**config.mk**
```make
export PLATFORM = sky130hd
export DESIGN_NAME = hcmp_flag_unit
export DESIGN_NICKNAME = d
export VERILOG_FILES = /design/src/rtl/hcmp_pkg.sv /design/src/rtl/hcmp_classify.sv /design/src/rtl/hcmp_order.sv /design/src/rtl/hcmp_flag_reg.sv /design/src/rtl/hcmp_flag_unit.sv
export SDC_FILE = /design/constraint.sdc
export NUM_CORES = 1
export LEC_CHECK = 0
export BUFFER_PORTS_ARGS = -buffer_cell sky130_fd_sc_hd__buf_2
export CORE_MARGIN = 1.5
export CORE_UTILIZATION = 35
export DETAILED_ROUTE_END_ITERATION = 10
export PLACE_DENSITY = 0.66
export SYNTH_ARGS = -nofsm -noshare
export SYNTH_HDL_FRONTEND = slang
export SYNTH_SLANG_ARGS = --single-unit
```
**constraint.sdc**
```tcl
create_clock -name clk -period 0.9 [get_ports clk]
set_input_delay 0 -clock clk [delete_from_list [all_inputs] [get_ports clk]]
set_output_delay 0 -clock clk [all_outputs]
set_load 0.01 [all_outputs]
```
**src/rtl/hcmp_pkg.sv**
```systemverilog
package hcmp_pkg;

   typedef enum logic [1:0] {
      CMP_GT = 2'd0,
      CMP_LT = 2'd1,
      CMP_EQ = 2'd2,
      CMP_UN = 2'd3
   } cmp_res_e;

   typedef struct packed {
      logic is_nan;
      logic is_snan;
      logic is_zero;
      logic is_dnm;
   } op_class_t;

   localparam int FLG_W  = 6;
   localparam int FLG_CF = 0;
   localparam int FLG_PF = 1;
   localparam int FLG_AF = 2;
   localparam int FLG_ZF = 3;
   localparam int FLG_SF = 4;
   localparam int FLG_OF = 5;

endpackage

```
**src/rtl/hcmp_classify.sv**
```systemverilog
module hcmp_classify
   import hcmp_pkg::*;
#(
   parameter int EXP_W = 5,
   parameter int MAN_W = 10,
   localparam int W = 1 + EXP_W + MAN_W
) (
   input  logic [W-1:0] op_i,
   output op_class_t    cls_o
);
   logic [EXP_W-1:0] exp_f;
   logic [MAN_W-1:0] man_f;
   logic exp_ones, exp_zero, man_nz;

   assign exp_f    = op_i[W-2 -: EXP_W];
   assign man_f    = op_i[MAN_W-1:0];
   assign exp_ones = &exp_f;
   assign exp_zero = ~|exp_f;
   assign man_nz   = |man_f;

   always_comb begin
      cls_o.is_nan  = exp_ones & man_nz;
      cls_o.is_snan = exp_ones & man_nz & ~man_f[MAN_W-1];
      cls_o.is_zero = exp_zero & ~man_nz;
      cls_o.is_dnm  = exp_zero & man_nz;
   end
endmodule

```
**src/rtl/hcmp_order.sv**
```systemverilog
module hcmp_order
   import hcmp_pkg::*;
#(
   parameter int W = 16
) (
   input  logic [W-1:0] a_i,
   input  logic [W-1:0] b_i,
   input  op_class_t    cls_a_i,
   input  op_class_t    cls_b_i,
   output cmp_res_e     res_o
);
   logic [W-2:0] mag_a, mag_b;
   logic sgn_a, sgn_b, mag_lt, mag_eq;

   assign mag_a  = a_i[W-2:0];
   assign mag_b  = b_i[W-2:0];
   assign sgn_a  = a_i[W-1];
   assign sgn_b  = b_i[W-1];
   assign mag_lt = mag_a < mag_b;
   assign mag_eq = mag_a == mag_b;

   always_comb begin
      if (cls_a_i.is_nan || cls_b_i.is_nan)
         res_o = CMP_UN;
      else if (cls_a_i.is_zero && cls_b_i.is_zero)
         res_o = CMP_EQ;
      else if (sgn_a != sgn_b)
         res_o = sgn_a ? CMP_LT : CMP_GT;
      else if (mag_eq)
         res_o = CMP_EQ;
      else if (!sgn_a)
         res_o = mag_lt ? CMP_LT : CMP_GT;
      else
         res_o = mag_lt ? CMP_GT : CMP_LT;
   end
endmodule

```
**src/rtl/hcmp_flag_reg.sv**
```systemverilog
module hcmp_flag_reg
   import hcmp_pkg::*;
(
   input  logic             clk,
   input  logic             rst_n,
   input  logic             vld_i,
   input  cmp_res_e         res_i,
   input  logic             inv_raise_i,
   input  logic             dnm_raise_i,
   input  logic             inv_mask_i,
   input  logic             dnm_mask_i,
   input  logic             sup_i,
   output logic [FLG_W-1:0] flags_o,
   output logic             flag_we_o,
   output logic             inv_sticky_o,
   output logic             dnm_sticky_o
);
   logic [FLG_W-1:0] flags_nxt;
   logic unmasked_hit, write_ok;

   always_comb begin
      flags_nxt = '0;
      unique case (res_i)
         CMP_UN: begin
            flags_nxt[FLG_ZF] = 1'b1;
            flags_nxt[FLG_PF] = 1'b1;
            flags_nxt[FLG_CF] = 1'b1;
         end
         CMP_LT:  flags_nxt[FLG_CF] = 1'b1;
         CMP_EQ:  flags_nxt[FLG_ZF] = 1'b1;
         default: flags_nxt = '0;
      endcase
   end

   assign unmasked_hit = (inv_raise_i & ~inv_mask_i) | (dnm_raise_i & ~dnm_mask_i);
   assign write_ok     = vld_i & (sup_i | ~unmasked_hit);

   always_ff @(posedge clk or negedge rst_n) begin
      if (!rst_n) begin
         flags_o      <= '0;
         flag_we_o    <= 1'b0;
         inv_sticky_o <= 1'b0;
         dnm_sticky_o <= 1'b0;
      end else begin
         flag_we_o <= write_ok;
         if (write_ok)
            flags_o <= flags_nxt;
         if (vld_i && !sup_i) begin
            if (inv_raise_i) inv_sticky_o <= 1'b1;
            if (dnm_raise_i) dnm_sticky_o <= 1'b1;
         end
      end
   end
endmodule

```
**src/rtl/hcmp_flag_unit.sv**
```systemverilog
module hcmp_flag_unit
   import hcmp_pkg::*;
#(
   parameter int EXP_W = 5,
   parameter int MAN_W = 10,
   localparam int W = 1 + EXP_W + MAN_W,
   localparam int N_OPS = 2
) (
   input  logic             clk,
   input  logic             rst_n,
   input  logic             vld_i,
   input  logic             quiet_i,
   input  logic [W-1:0]     a_i,
   input  logic [W-1:0]     b_i,
   input  logic             inv_mask_i,
   input  logic             dnm_mask_i,
   input  logic             sup_i,
   output logic [FLG_W-1:0] flags_o,
   output logic             flag_we_o,
   output logic             inv_sticky_o,
   output logic             dnm_sticky_o
);
   if (EXP_W < 2) begin : g_bad_exp
      $error("hcmp_flag_unit: EXP_W must be at least 2");
   end
   if (MAN_W < 2) begin : g_bad_man
      $error("hcmp_flag_unit: MAN_W must be at least 2");
   end

   logic [W-1:0] ops [N_OPS];
   op_class_t    cls [N_OPS];
   logic [N_OPS-1:0] any_nan, any_snan, any_dnm;
   cmp_res_e res;
   logic inv_raise, dnm_raise;

   assign ops[0] = a_i;
   assign ops[1] = b_i;

   for (genvar i = 0; i < N_OPS; i++) begin : g_cls
      hcmp_classify #(.EXP_W(EXP_W), .MAN_W(MAN_W)) u_cls (
         .op_i  (ops[i]),
         .cls_o (cls[i])
      );
      assign any_nan[i]  = cls[i].is_nan;
      assign any_snan[i] = cls[i].is_snan;
      assign any_dnm[i]  = cls[i].is_dnm;
   end

   hcmp_order #(.W(W)) u_order (
      .a_i     (a_i),
      .b_i     (b_i),
      .cls_a_i (cls[0]),
      .cls_b_i (cls[1]),
      .res_o   (res)
   );

   assign inv_raise = quiet_i ? |any_snan : |any_nan;
   assign dnm_raise = |any_dnm;

   hcmp_flag_reg u_reg (
      .clk          (clk),
      .rst_n        (rst_n),
      .vld_i        (vld_i),
      .res_i        (res),
      .inv_raise_i  (inv_raise),
      .dnm_raise_i  (dnm_raise),
      .inv_mask_i   (inv_mask_i),
      .dnm_mask_i   (dnm_mask_i),
      .sup_i        (sup_i),
      .flags_o      (flags_o),
      .flag_we_o    (flag_we_o),
      .inv_sticky_o (inv_sticky_o),
      .dnm_sticky_o (dnm_sticky_o)
   );
endmodule

```
# Yosys cells after proc, flatten, opt, wreduce, memory -nomap -nowiden
# Cells that the tools add are included.
[totals]
reg_bits = 6
latchBits = 0
ram_bits = 0
mem_bits_ro = 0
input_bits = 39
out_inout_bits = 9
elab_cells = 61
mem_count = 0
[classes]
add_sub_neg = 0
multipliers = 0
n_div = 0
order_cmp = 1
n_eq_ne = 5
n_shift = 0
mux = 12
bitwise = 20
reduce_logical = 19
[op_table]
columns = ["operator", "count"]
rows = [
  ["$reduce_or A10 Y1", 2],
  ["$eq A15 B15 Y1", 1],
  ["$lt A15 B15 Y1", 1],
  ["$and A1 B1 Y1", 11],
  ["$mux W2", 5],
  ["$reduce_and A5 Y1", 2],
  ["$reduce_or A2 Y1", 5],
  ["$reduce_or A5 Y1", 2],
  ["$mux W1", 7],
  ["$not A1 Y1", 7],
  ["$eq A2 B2 Y1 const B", 2],
  ["$reduce_and A2 Y1", 2],
  ["$logic_not A1 Y1", 3],
  ["$eq A2 B1 Y1 const B", 1],
  ["$logic_and A1 B1 Y1", 2],
  ["$or A1 B1 Y1", 2],
  ["$logic_or A1 B1 Y1", 1],
  ["$ne A1 B1 Y1", 1],
]

# Depth between registers and ports, before layout
# Gate-level depths: netlist of the first run.
[depth]
ltp_word = 10
mapped_depth = 8
mapped_depth_nobuf = 8

# Cells and area by module
# Synthesis of the first run repeated with hierarchy kept, for this count alone.
[hier_totals]
hier_cells = 127
hier_area_um2 = 975.9
[by_module_without_submodules]
columns = ["module", "instances", "cells_each", "area_per_inst_um2", "seq_area_each_um2"]
rows = [
  ["hcmp_order", 1, 62, 420.4, 0.0],
  ["hcmp_flag_reg", 1, 37, 365.4, 150.1],
  ["hcmp_classify", 2, 12, 85.1, 0.0],
  ["hcmp_flag_unit", 1, 4, 20.0, 0.0],
]

# Worst setup path before layout of the first run
# OpenSTA, ideal clock, no wires.
[synth_path]
kind = "input-to-reg"
from = "in a_i[1]"
to = "reg u_reg.flags_o[3]"
setup_time_ps = 125
t_arrival_ps = 1423
t_required_ps = 775
setup_slack_ps = -648
cell_stages = 6
path_buffers = 0
cell_sequence = "nor4_1 > and4_1 > o2bb2ai_1 > a221o_1 > a21oi_4 > mux2_4"
[synth_between]
elab_chain_cells = 10
elab_cells_between_ends = 31
classes_between = "order compare: 1; eq/ne: 3; mux: 9; bitwise: 11; reduce/logical: 7"
[synth_rtl]
columns = ["item", "line_no", "rtl"]
rows = [
  ["from (decl)", "hcmp_flag_unit.sv:13", "input logic [W-1:0] a_i,"],
  ["$reduce_or A10 Y1 *", "hcmp_classify.sv:19", "assign man_nz = |man_f;"],
  ["$and A1 B1 Y1", "hcmp_classify.sv:22, hcmp_classify.sv:23", ""],
  ["$and A1 B1 Y1", "hcmp_classify.sv:23", "cls_o.is_snan = exp_ones & man_nz & ~man_f[MAN_W-1];"],
  ["$reduce_or A2 Y1", "hcmp_flag_unit.sv:57", "assign inv_raise = quiet_i ? |any_snan : |any_nan;"],
  ["$mux W1", "hcmp_flag_unit.sv:57", ""],
  ["$and A1 B1 Y1", "hcmp_flag_reg.sv:35", "assign unmasked_hit = (inv_raise_i & ~inv_mask_i) | (dnm_raise_i & ~dnm_mask_i);"],
  ["$or A1 B1 Y1 *", "hcmp_flag_reg.sv:35", ""],
  ["$not A1 Y1 *", "hcmp_flag_reg.sv:36", "assign write_ok = vld_i & (sup_i | ~unmasked_hit);"],
  ["$or A1 B1 Y1 *", "hcmp_flag_reg.sv:36", ""],
  ["$and A1 B1 Y1 *", "hcmp_flag_reg.sv:36", ""],
  ["net u_reg.write_ok", "hcmp_flag_reg.sv:19", "logic unmasked_hit, write_ok;"],
  ["to (signal assigned)", "hcmp_flag_reg.sv:47", "flags_o <= flags_nxt;"],
  ["to (decl)", "hcmp_flag_reg.sv:13", "output logic [FLG_W-1:0] flags_o,"],
]
# The timed path passes the listed nets; every way through them passes the cells marked *.
# A chain may end at the register's enable or synchronous reset.

# Final worst setup path of the first run
[layout_path]
from = "in b_i[3]"
to = "reg u_reg.flags_o[3]"
[layout_between]
elab_chain_cells = 10
elab_cells_between_ends = 31
classes_between = "order compare: 1; eq/ne: 3; mux: 9; bitwise: 11; reduce/logical: 7"
[layout_rtl]
columns = ["item", "line_no", "rtl"]
rows = [
  ["from (decl)", "hcmp_flag_unit.sv:14", "input logic [W-1:0] b_i,"],
  ["$reduce_or A10 Y1 *", "hcmp_classify.sv:19", ""],
  ["$and A1 B1 Y1", "hcmp_classify.sv:22, hcmp_classify.sv:23", ""],
  ["$and A1 B1 Y1", "hcmp_classify.sv:23", ""],
  ["$reduce_or A2 Y1", "hcmp_flag_unit.sv:57", ""],
  ["$mux W1", "hcmp_flag_unit.sv:57", ""],
  ["$and A1 B1 Y1", "hcmp_flag_reg.sv:35", ""],
  ["$or A1 B1 Y1 *", "hcmp_flag_reg.sv:35", ""],
  ["$not A1 Y1 *", "hcmp_flag_reg.sv:36", ""],
  ["$or A1 B1 Y1 *", "hcmp_flag_reg.sv:36", ""],
  ["$and A1 B1 Y1 *", "hcmp_flag_reg.sv:36", ""],
  ["net u_reg.write_ok", "hcmp_flag_reg.sv:19", ""],
]
# Marks and branches as above.

==> results of run 1 <==
==> routing by layer <==
layer  up-vias  GRT usage  part of all wire
li1        518          -                 -
met1       456      0.213              0.40
met2        26      0.394              0.55
met3         2     0.0257             0.043
met4         0     0.0513            0.0045
met5         -          0                 0
==> cell type report <==
class,instances,share of cell area
sequential,6,0.104
inverter,17,0.0443
tap,28,0.0243
clock buffer,3,0.0156
timing repair buffer,68,0.315
multi-input combinational,81,0.497
==> per-stage QoR <==
stage / hold WS [ns] / power [uW] / worst slack [ns] / cell area [um2] / instances
2_1_floorplan: -0.296 / 572 / -0.637 / 887 / 107
3_3_place_gp: -0.172 / 820 / -0.779 / 1270 / 196
5_1_grt: 0.0524 / 1250 / -0.582 / 1440 / 203
4_1_cts: 0.0363 / 1160 / -0.491 / 1430 / 203
3_5_place_dp: -0.166 / 834 / -0.821 / 1270 / 196
6_report: 0.0279 / 1150 / -0.501 / 1440 / 203
==> state kept, by name, summed over array words and instances, names as in the netlist <==
signal	flops
u_reg.dnm_sticky_o	1
u_reg.flags_o	3
u_reg.flag_we_o	1
u_reg.inv_sticky_o	1
==> cells in the final DEF (no fill, tap or decap), types with 2 or more instances in the layout <==
master                      n
sky130_fd_sc_hd__and3_1     2
sky130_fd_sc_hd__nor2_1     8
sky130_fd_sc_hd__nand4_1    3
sky130_fd_sc_hd__inv_1     17
sky130_fd_sc_hd__conb_1     3
sky130_fd_sc_hd__clkbuf_4   3
sky130_fd_sc_hd__a21oi_1    3
sky130_fd_sc_hd__nor3_1     5
sky130_fd_sc_hd__buf_4     22
sky130_fd_sc_hd__dfrtp_1    6
sky130_fd_sc_hd__buf_2     37
sky130_fd_sc_hd__or4_4      2
sky130_fd_sc_hd__nand2_1    4
sky130_fd_sc_hd__buf_6      7
sky130_fd_sc_hd__nor4_4     3
sky130_fd_sc_hd__nor2_4     2
sky130_fd_sc_hd__nand3_1    4
sky130_fd_sc_hd__ha_1      15
==> worst max path at each step <==
stage                        to     from  slack, ns  cells after the start
2_1_floorplan  u_reg.flags_o[3]   b_i[9]      -0.64                      6
3_3_place_gp   u_reg.flags_o[1]  a_i[10]      -0.78                      8
3_5_place_dp   u_reg.flags_o[3]   b_i[9]      -0.82                      7
4_1_cts        u_reg.flags_o[3]   b_i[3]      -0.49                      7
5_1_grt        u_reg.flags_o[3]   b_i[9]      -0.58                      7
6_report       u_reg.flags_o[3]   b_i[3]      -0.50                      7
==> logic make-up after synthesis <==
kind of cell / Yosys count
buffers and inverters: 20
AND/OR/NAND/NOR: 41
other: 1
AO/OA/AOI/OAI: 20
adder cells (fa/ha/maj): 15
flip-flops: 6
multiplexers: 2
==> power groups by stage <==
stage	Clock [uW]	Combinational, uW	Sequential, uW
2_1_floorplan	0	220	353
4_1_cts	264	564	329
6_report	257	567	329
3_5_place_dp	0	502	332
5_1_grt	282	632	334
3_3_place_gp	0	487	333
==> what timing repair did <==
action                     4_1_cts  5_1_grt
pin swaps                       13        5
hold endpoints to repair         6        0
cloned                           0        0
buffers inserted                 3        1
setup endpoints to repair        6        6
hold buffers                     1        0
gates resized for setup         23        3
==> results_dict.tcl, run 1 <==
set metrics [dict create \
    core_area_mm2 0.00225 \
    globalplace.congestion 0.801 \
    count_of_filler_cells_inserted_in_the_layout 213 \
    area.growth.synth_to_final_pct 68.4 \
    synth.top_cell.area_share 0.219 \
    critPathSlowestCell "sky130_fd_sc_hd__a221o_1" \
    worst_ep_arrival_time_ns 1.54 \
    cts_tree "done" \
    final_layout_size_suffix_gt1_frac 0.497 \
    track_usage 0.198 \
    regArea_um2 150 \
    critical_path.top_delay_family "simple AND/OR/NAND/NOR gates" \
    timing.critical_path.fanout_max 3 \
    synth_compound_area_frac 0.200 \
    antenna_violating_nets_left 0 \
    clk_latency_ns 0.25 \
    tns_ns -2.13 \
    synth_commonest_cells "sky130_fd_sc_hd__inv_1, sky130_fd_sc_hd__ha_1, sky130_fd_sc_hd__nor2_1, sky130_fd_sc_hd__dfrtp_1, sky130_fd_sc_hd__nor3_1" \
    cts_sink_cnt 6 \
    total_vias_in_the_final_route 1002 \
    vdd_drop_max_v 0.000611 \
    maxCapViolCount 0 \
    power.share.combinational 0.491 \
    synth.cell_area_um2 856 \
    start_kind "input pin" \
    cp-end-kind "register" \
    dieArea_mm2 0.00275 \
    critical_path.reg2reg.endpoint "u_reg.flags_o[3]" \
    timing.hold.worst.start "vld_i" \
    design.portCount 48 \
    run_status "finished with violations" \
    sw_frac_of_total 0.336 \
    fin_crit_ns 1.40 \
    initial_core_util 0.380 \
    setup_slack_on_the_worst_flop_to_flop_path_ns 0.14 \
    grt_start_max_net_pins 7 \
    ys_types 38 \
    synth-async-reset-ratio 1.00 \
    overflow 0 \
    p_per_cell_area_mw_per_mm2 800 \
    yosysTopAreaCell "sky130_fd_sc_hd__ha_1" \
    synthesized_flop_and_latch_total 6 \
    yosysSeqAreaShare 0.175 \
    synth_area_leaders "sky130_fd_sc_hd__ha_1, sky130_fd_sc_hd__dfrtp_1, sky130_fd_sc_hd__inv_1, sky130_fd_sc_hd__nor2_1, sky130_fd_sc_hd__nor3_1" \
    crit_chain "buf_6 -> nor4_4 -> nand4_1 -> and2_0 -> a221o_1 -> a21oi_4 -> mux2_4" \
    cellInternalPower_uw 766 \
    leakagePower_uw 0.000766 \
    count_leader_synth "sky130_fd_sc_hd__inv_1" \
    grt_pass1_wl_um 4080 \
    finClkSkew_ns 0 \
    timing.setup.critical_path_class "in -> reg" \
    drt_pass1_iterations 6 \
    synth_enable_flop_cells 0 \
    r2r_start "u_reg.flags_o[3]" \
    routed_wl_um 2420 \
    bufs_and_invs_on_worst_path 1 \
    avgSynthCellArea_um2 8.15 \
    detail_route.wl_per_cell_um 11.9 \
    dr.first_iter.drc_count 12 \
    ys.flop_type "sky130_fd_sc_hd__dfrtp_1" \
    hold_path_end "u_reg.dnm_sticky_o" \
    worst_path_largest_cell_delay_ns 0.37 \
    post-route-util 0.639 \
    hpwl_um 2060 \
    min_delay_path_depth 3 \
    failed_checks "setup timing" \
    seqPwrFrac 0.286 \
    cts_made_buffers 3 \
    route.detailed.vias_per_inst 4.94 \
    detail_route.drc_violations 0 \
    die_w_um 52.5 \
    grt_setup_unrepaired "true" \
    setup_slack_ns -0.501 \
    clkPwrFrac 0.223 \
    antenna-diode-count 0 \
    post_synth_xor_area_fraction 0 \
    antenna_found_initial 0 \
    numPortBuffers 44 \
    ctsHtreeMaxLevel 1 \
    crit_required_ns 1.04 \
    chipHeight_um 52.5 \
    switching_power_uw 387 \
    r2r_cells 1 \
    synth.yosys.warnings 0 \
    hold_path.class "in -> reg" \
    synthAdderAreaFrac 0.219 \
    first_global_vias 1052 \
    slew_viol_final 0 \
    period_share 1.56 \
    cts_max_path_buffers 2 \
    setup_viol 6 \
    finalHoldViolCount 0 \
    multiInputGateArea_um2 716 \
    placementRows 17 \
    post_synth_and_or_nand_nor_area_fraction 0.270 \
    synth.mux.area_fraction 0.0292 \
    maxClockFrequency_mhz 714 \
    synthesis.instances 105 \
    combinational_family_with_the_most_area_after_synthesis "simple AND/OR/NAND/NOR gates" \
    clk_pin_slew_ns 0.05 \
    ctsRootBufferMaster "sky130_fd_sc_hd__clkbuf_4" \
    finish.net_count 231 \
]
Power figures use the tool's default switching activity.
==> inputs of run 2 (changes only) <==
--- a/config.mk
+++ b/config.mk
@@ -10,6 +10,8 @@
 export CORE_UTILIZATION = 35
 export DETAILED_ROUTE_END_ITERATION = 10
 export PLACE_DENSITY = 0.66
+export REMOVE_ABC_BUFFERS = 1
+export SETUP_SLACK_MARGIN = 0.4
 export SYNTH_ARGS = -nofsm -noshare
 export SYNTH_HDL_FRONTEND = slang
 export SYNTH_SLANG_ARGS = --single-unit
==> constraint.sdc (replaced) <==
create_clock -name clk -period 1.5 [get_ports clk]
set_input_delay 0 -clock clk [delete_from_list [all_inputs] [get_ports clk]]
set_output_delay 0 -clock clk [all_outputs]
set_load 0.01 [all_outputs]
==> run 2 against run 1 <==
  * The flow now finishes without violations
  * Clock skew unchanged
  * Cell count is 1.5% lower
  * Non-clock buffer count decreased by 3
  * Cell area shrank 3.0%
  * Register-to-register slack gained 0.60 ns
  * Largest power group unchanged
==> results_dict.tcl, run 2 (synthesis results as in run 1) <==
set metrics [dict create \
    hold_path.class "in -> reg" \
    count_of_filler_cells_inserted_in_the_layout 209 \
    slew_viol_final 0 \
    regArea_um2 150 \
    globalplace.congestion 0.808 \
    grt_setup_unrepaired "true" \
    detail_route.wl_per_cell_um 12.0 \
    fin_crit_ns 1.48 \
    drt_pass1_iterations 4 \
    ctsHtreeMaxLevel 1 \
    overflow 0 \
    crit_chain "buf_2 -> or4_4 -> nor2_2 -> a22oi_1 -> buf_4 -> o31ai_4 -> a21oi_4 -> buf_6 -> o21ba_4" \
    stdcell_count 200 \
    hpwl_um 2060 \
    worst_ep_arrival_time_ns 1.61 \
    cts_tree "done" \
    numPortBuffers 44 \
    cts_max_path_buffers 2 \
    maxCapViolCount 0 \
    grt_start_max_net_pins 7 \
    vdd_drop_max_v 0.000676 \
    clk_pin_slew_ns 0.04 \
    startpoint "b_i[11]" \
    met3_usage 0.0371 \
    antenna_found_initial 0 \
    design.portCount 48 \
    track_usage 0.179 \
    timing.setup.critical_path_class "in -> reg" \
    layout.cells.most_common "sky130_fd_sc_hd__buf_2" \
    first_global_vias 1031 \
    grt_most_used_layer "met2" \
    route.detailed.vias_per_inst 5.02 \
    worst_path_largest_cell_delay_ns 0.56 \
    mostFrequentLayoutCells "sky130_fd_sc_hd__buf_2, sky130_fd_sc_hd__buf_4, sky130_fd_sc_hd__inv_1" \
    final_layout_size_suffix_gt1_frac 0.488 \
    grt_util_met2 0.348 \
    largest_register "u_reg.flags_o" \
    dieArea_mm2 0.00275 \
    dr.first_iter.drc_count 12 \
    leakagePower_uw 0.000749 \
    placementRows 17 \
    timing.critical_path.fanout_max 3 \
    cp-end-kind "register" \
    post-route-util 0.620 \
    routed_wl_um 2400 \
    total_vias_in_the_final_route 1004 \
    finish.net_count 228 \
    run_status "completed" \
    largest_register_ffs 3 \
    chipHeight_um 52.5 \
    period_share 0.985 \
    area.growth.synth_to_final_pct 63.5 \
    finalHoldViolCount 0 \
    core_area_mm2 0.00225 \
    clk_latency_ns 0.24 \
    detail_route.drc_violations 0 \
    initial_core_util 0.380 \
    ctsRootBufferMaster "sky130_fd_sc_hd__clkbuf_4" \
    p_per_cell_area_mw_per_mm2 486 \
    cts_made_buffers 3 \
    setup_viol 0 \
    finClkSkew_ns 0 \
    start_kind "input pin" \
    globalRouteMet1Util 0.202 \
    place_inst 195 \
    antenna-diode-count 0 \
    antenna_violating_nets_left 0 \
    die_w_um 52.5 \
    grt_pass1_wl_um 3840 \
    crit_required_ns 1.63 \
    timing.hold.worst.start "vld_i" \
    multiInputGateArea_um2 712 \
    r2r_start "u_reg.flags_o[3]" \
    maxClockFrequency_mhz 677 \
    cts_sink_cnt 6 \
    critPathSlowestCell "sky130_fd_sc_hd__or4_4" \
]
-- run 2: cell count changes in the layout (fill, tap and decap cells not counted), sizes merged --
cell / previous run / this run
buf: 67 / 64
-- run 2: critical path: cells and delay by family --
family / cells / cell delay, ns
simple gates: 2 / 0.66
compound gates: 4 / 0.56
buf+inv: 3 / 0.40
-- run 2: where the power goes --
group,switching [uW],internal (uW),total (uW),leakage [uW]
logic,156,179,335,0.000664
registers,13.3,186,200,0.0000718
clock network,55.0,90.3,145,0.0000138
total,224,456,679,0.000749
-- run 2: path summary, 6_finish.rpt --
kind	to	slack, ns	cells past startpoint
min	u_reg.dnm_sticky_o	0.05	3
max in group asynchronous	u_reg.flags_o[1]	1.22	2
max reg2reg	u_reg.flags_o[3]	0.74	1
max	u_reg.flags_o[1]	0.02	9
min in group asynchronous	u_reg.flags_o[3]	0.14	2
min reg2reg	u_reg.dnm_sticky_o	0.48	1
-- run 2: repair_timing --
item,in CTS,in global routing
setup buffers,1,0
resized for setup,14,8
hold buffers,1,0
setup endpoints to repair,5,5
pin swaps,11,7
endpoints found under the hold margin,6,0
cloned,0,0
-- run 2: metrics by stage --
stage               hold slack, ns  total power [uW]  TNS (ns)  setup slack [ns]  instance area (um2)
finish                      0.0495               679         0            0.0230                 1400
global route                0.0695               735   -0.0783           -0.0513                 1400
CTS                         0.0365               670         0           0.00803                 1360
global placement            -0.175               483    -0.754            -0.256                 1240
floorplan                   -0.296               336   -0.0479           -0.0479                  841
detailed placement          -0.170               493     -1.11            -0.326                 1240
-- run 2: metal layers --
layer  routed length (um)  share of wire  up-vias
met5                    0              0        -
met4                   41          0.017        0
met3                  108          0.045        4
met2                 1260           0.52       28
met1                  995           0.41      459
li1                     -              -      513
-- run 2: cell type report --
type                    count  area share
multi-input cells          81       0.509
repair buffers             65       0.297
flip-flops and latches      6       0.107
inverters                  17      0.0456
well taps                  28      0.0250
clock buffers               3      0.0161
